--- src/rtl/qpg_pkg.sv ---
package qpg_pkg;
  localparam int unsigned QPG_PHASES = 4;
  typedef enum logic [1:0] {
    PH_Q1 = 2'd0,
    PH_Q2 = 2'd1,
    PH_Q3 = 2'd2,
    PH_Q4 = 2'd3
  } ph_idx_t;
endpackage

--- src/rtl/qpg_ring.sv ---
module qpg_ring #(
  parameter int unsigned N = 4
) (
  input  logic         clk,
  input  logic         rst,
  input  logic         hold,
  output logic [N-1:0] ph_q,
  output logic [N-1:0] ph_d
);
  localparam logic [N-1:0] FIRST = {{(N-1){1'b0}}, 1'b1};

  always_comb begin
    if (hold)
      ph_d = '0;
    else if (ph_q == '0)
      ph_d = FIRST;
    else
      ph_d = {ph_q[N-2:0], ph_q[N-1]};
  end

  always_ff @(posedge clk) begin
    if (rst) ph_q <= '0;
    else     ph_q <= ph_d;
  end
endmodule

--- src/rtl/qpg_decode.sv ---
module qpg_decode #(
  parameter int unsigned N      = 4,
  parameter int unsigned PC_IX  = 0,
  parameter int unsigned RD_IX  = 1,
  parameter int unsigned WR_IX  = 3,
  parameter int unsigned LD_IX  = 3,
  parameter int unsigned HI_CNT = N / 2
) (
  input  logic         clk,
  input  logic         rst,
  input  logic [N-1:0] ph_d,
  output logic         pc_step,
  output logic         ir_load,
  output logic         opnd_rd,
  output logic         dest_wr,
  output logic         clk_div4,
  output logic         cyc_start
);
  logic [HI_CNT-1:0] hi_bits;

  genvar g;
  generate
    for (g = 0; g < HI_CNT; g++) begin : g_hi
      assign hi_bits[g] = ph_d[g];
    end
  endgenerate

  always_ff @(posedge clk) begin
    if (rst) begin
      pc_step   <= 1'b0;
      ir_load   <= 1'b0;
      opnd_rd   <= 1'b0;
      dest_wr   <= 1'b0;
      clk_div4  <= 1'b0;
      cyc_start <= 1'b0;
    end else begin
      pc_step   <= ph_d[PC_IX];
      ir_load   <= ph_d[LD_IX];
      opnd_rd   <= ph_d[RD_IX];
      dest_wr   <= ph_d[WR_IX];
      clk_div4  <= |hi_bits;
      cyc_start <= ph_d[0];
    end
  end
endmodule

--- src/rtl/quad_phase_gen.sv ---
module quad_phase_gen
  import qpg_pkg::*;
#(
  parameter int unsigned N = QPG_PHASES
) (
  input  logic         clk,
  input  logic         rst,
  input  logic         hold,
  output logic [N-1:0] phase,
  output logic         pc_step,
  output logic         ir_load,
  output logic         opnd_rd,
  output logic         dest_wr,
  output logic         clk_div4,
  output logic         cyc_start
);
  localparam int unsigned PC_IX = int'(PH_Q1);
  localparam int unsigned RD_IX = int'(PH_Q2);
  localparam int unsigned WR_IX = int'(PH_Q4);

  logic [N-1:0] ph_next;

  qpg_ring #(.N(N)) u_ring (
    .clk  (clk),
    .rst  (rst),
    .hold (hold),
    .ph_q (phase),
    .ph_d (ph_next)
  );

  qpg_decode #(
    .N      (N),
    .PC_IX  (PC_IX),
    .RD_IX  (RD_IX),
    .WR_IX  (WR_IX),
    .LD_IX  (WR_IX),
    .HI_CNT (N / 2)
  ) u_dec (
    .clk       (clk),
    .rst       (rst),
    .ph_d      (ph_next),
    .pc_step   (pc_step),
    .ir_load   (ir_load),
    .opnd_rd   (opnd_rd),
    .dest_wr   (dest_wr),
    .clk_div4  (clk_div4),
    .cyc_start (cyc_start)
  );
endmodule

--- config.mk ---
export PLATFORM = sky130hd
export DESIGN_NAME = quad_phase_gen
export DESIGN_NICKNAME = d
export VERILOG_FILES = /design/src/rtl/qpg_pkg.sv /design/src/rtl/qpg_ring.sv /design/src/rtl/qpg_decode.sv /design/src/rtl/quad_phase_gen.sv
export SDC_FILE = /design/constraint.sdc
export NUM_CORES = 1
export LEC_CHECK = 0
export ABC_AREA = 1
export BUFFER_PORTS_ARGS = -buffer_cell sky130_fd_sc_hd__buf_4
export CORE_AREA = 2 2 39 41
export DETAILED_ROUTE_END_ITERATION = 8
export DIE_AREA = 0 0 41 43
export HOLD_SLACK_MARGIN = 0.06
export RECOVER_POWER = 25
export SLEW_MARGIN = 30
export SYNTH_ARGS = -nofsm -noshare
export SYNTH_HDL_FRONTEND = slang
export SYNTH_HIERARCHICAL = 1
export SYNTH_SLANG_ARGS = --single-unit
export TNS_END_PERCENT = 50
--- constraint.sdc ---
create_clock -name clk -period 0.94 [get_ports clk]
set_input_delay 0.188 -clock clk [delete_from_list [all_inputs] [get_ports clk]]
set_output_delay 0.188 -clock clk [all_outputs]
set_load 0.005 [all_outputs]
==> impl_metrics.csv <==
group,metric,value,unit
detailed_routing,wl_met1,172,microns
timing,tightest_slew,0.1598,ns
pwr,ir_drop,0.0005323,V
cts,clk_latency,0.24,ns
pwr,power_frac_seq,54.3,%
placed_design,gp_congestion,0.7438,
min_path,hold_class,"input port to flop",
synth,syn_area,276.5,sq um
grt,grt_use_total,6.546,%
critical_path,critPathArrivalTime,0.71,ns
timing,hold_viol_final,0,
critical_path,reg2reg_depth,7,
critical_path,crit_chain,"buf_4",
die,start_util,19.98,%
grt,grt_pass1_wl,676,microns
grt,grt_pass1_vias,198,
timing,hold_slack,0.1457,ns
placed_design,io_buffers,12,
detailed_routing,route.met3.wl,41,microns
placed_design,hpwlAfterDp,360.2,microns
pwr,pwr-share-comb,9.0,%
synth,syn_nets,37,
timing,period_share,95.43,%
final_layout,final_util,28.57,%
die,fp.dieH,43,microns
timing,fin_crit,0.8970,ns
min_path,whs_path_depth,2,
synth,syn_area_per_cell,8.133,sq um
pwr,switching_share,19.94,%
detailed_routing,wire_per_inst,7.127,microns
grt,antenna_found_initial,0,
final_layout,design_area,395.4,sq um
timing,slew_viol_final,0,
detailed_routing,final_antenna_net_count,0,
detailed_routing,wl,449,microns
cts,cts.hold.buffers_added,0,
grt,grt_max_degree,7,
die,core,1384,sq um
critical_path,worst-path-buf-inv,1,
critical_path,r2r_start,"u_ring/ph_q[1]",
critical_path,path_delay_family,"flip-flops",
timing,final.setup.tns,0,ns
detailed_routing,drc,0,
final_layout,multiInputGateArea,63.81,sq um
timing,max_freq,1115,MHz
final_layout,layout-drive-gt1-share,42.55,%
cts,clock_sink_count,8,
critical_path,critPathCaptureType,"output port",
final_layout,regArea,161.4,sq um
pwr,total_power,0.0006590,W
cts,cts_root_buf,"clkbuf_4",
outcome,status,"finished, final reports clean",
detailed_routing,wl_met2,234,microns
critical_path,reg2reg_setup_slack,0.11,ns
critical_path,worstSetupPathType,"flop to output port",
pwr,cellLeakagePower,0.2130,nW
detailed_routing,first_pass_iters,1,
critical_path,r2r_end,"u_dec/clk_div4",
pwr,intPower,0.0005276,W
die,fp-row-count,14,
placed_design,place_area,371.6,sq um
cts,max-clock-path-buffers,2,
synth,synthCells,34,
critical_path,start_kind,"flop",
final_layout,nNetsFinal,52,
die,die-area,1763,sq um
timing,skew,0.0002456,ns
timing,rsz0062_at_grt,"no",
min_path,hold_path_end,"u_ring/ph_q[0]",
run,cap_violations,0,
cts,cts_buffers,3,
critical_path,crit_path_max_incr_delay,0.35,ns
detailed_routing,top_layer_used,"met3",
timing,setup_viol,0,
critical_path,cp_max_fo,3,
pwr,p_per_area,1667,nW/um^2
detailed_routing,vias_per_cell,3.524,
grt,globalRouteOverflowTotal,0,
final_layout,fillers,154,
cts,cts.clk_slew.worst_paths,0.05,ns
final_layout,antenna_cells,0,
cts,cts_tree,"done",
detailed_routing,first_iter_violations,0,
final_layout,area_growth,42.99,%
critical_path,cp.required,0.75,ns
timing,slew_headroom,89.27,%
min_path,hold_path_startpoint,"rst",
die,die_width,41,microns
cts,htreeDepth,1,
pwr,power_frac_clock,36.8,%
synth,ys_warn_count,6,
critical_path,slowest_stage,"dfxtp_1",
die,pin_count,13,
pwr,p_switching,0.0001314,W
detailed_routing,vias,222,
-- power by group through the flow --
stage | clock, W | sequential [W] | combinational, W
finish | 0.000242 | 0.000358 | 0.0000592
global route | 0.000283 | 0.000358 | 0.0000670
CTS | 0.000257 | 0.000357 | 0.0000602
detailed placement | 0 | 0.000364 | 0.0000598
global placement | 0 | 0.000364 | 0.0000593
floorplan | 0 | 0.000365 | 0.0000256
-- metrics by stage --
stage / std cells / worst slack [ns]
finish: 63 / 0.04299
global route: 63 / 0.01302
CTS: 63 / 0.02626
detailed placement: 60 / 0.1035
global placement: 60 / 0.09361
floorplan: 34 / 0.1372
-- repair_timing --
| action | CTS | global route |
|---|---|---|
| setup buffers | 0 | 0 |
| setup endpoints to repair | 0 | 1 |
| gates resized for setup | 0 | 1 |
-- layout by cell type, fill, tap and decap left out --
cell type	n
buf_4	12
inv_1	9
dfxtp_1	7
nor2_1	4
nand2_1	4
clkbuf_4	3
nor3_1	3
nand2_2	2
inv_2	1
nor2_2	1
dfxtp_2	1
-- area by class of cell --
class | instances | area share, %
Timing Repair Buffer | 12 | 22.78
Multi-Input combinational cell | 14 | 16.14
Sequential cell | 8 | 40.82
Tap cell | 16 | 5.063
Inverter | 10 | 9.494
Clock buffer | 3 | 5.696
-- routing by layer --
metal | up-vias | track usage, %
li1 | 121 | -
met1 | 94 | 4.870
met2 | 7 | 8.750
met3 | 0 | 5.236
met4 | 0 | 8.000
met5 | - | 0
-- sequential cells by signal (all words and copies together), names as in the netlist --
signal,count
u_dec/clk_div4,1
u_dec/cyc_start,1
u_dec/opnd_rd,1
u_ring/ph_q,4
u_dec/dest_wr,1
-- worst max path at each step --
stage,cells after the start,slack (ns),to,from
CTS,1,0.03,phase[0],u_ring/ph_q[0]
global route,1,0.01,phase[1],u_ring/ph_q[1]
global placement,7,0.09,u_dec/clk_div4,u_ring/ph_q[0]
floorplan,7,0.14,u_dec/clk_div4,u_ring/ph_q[2]
detailed placement,7,0.10,u_dec/clk_div4,u_ring/ph_q[0]
finish,1,0.04,phase[1],u_ring/ph_q[1]
(Power assumes the default switching activity.)
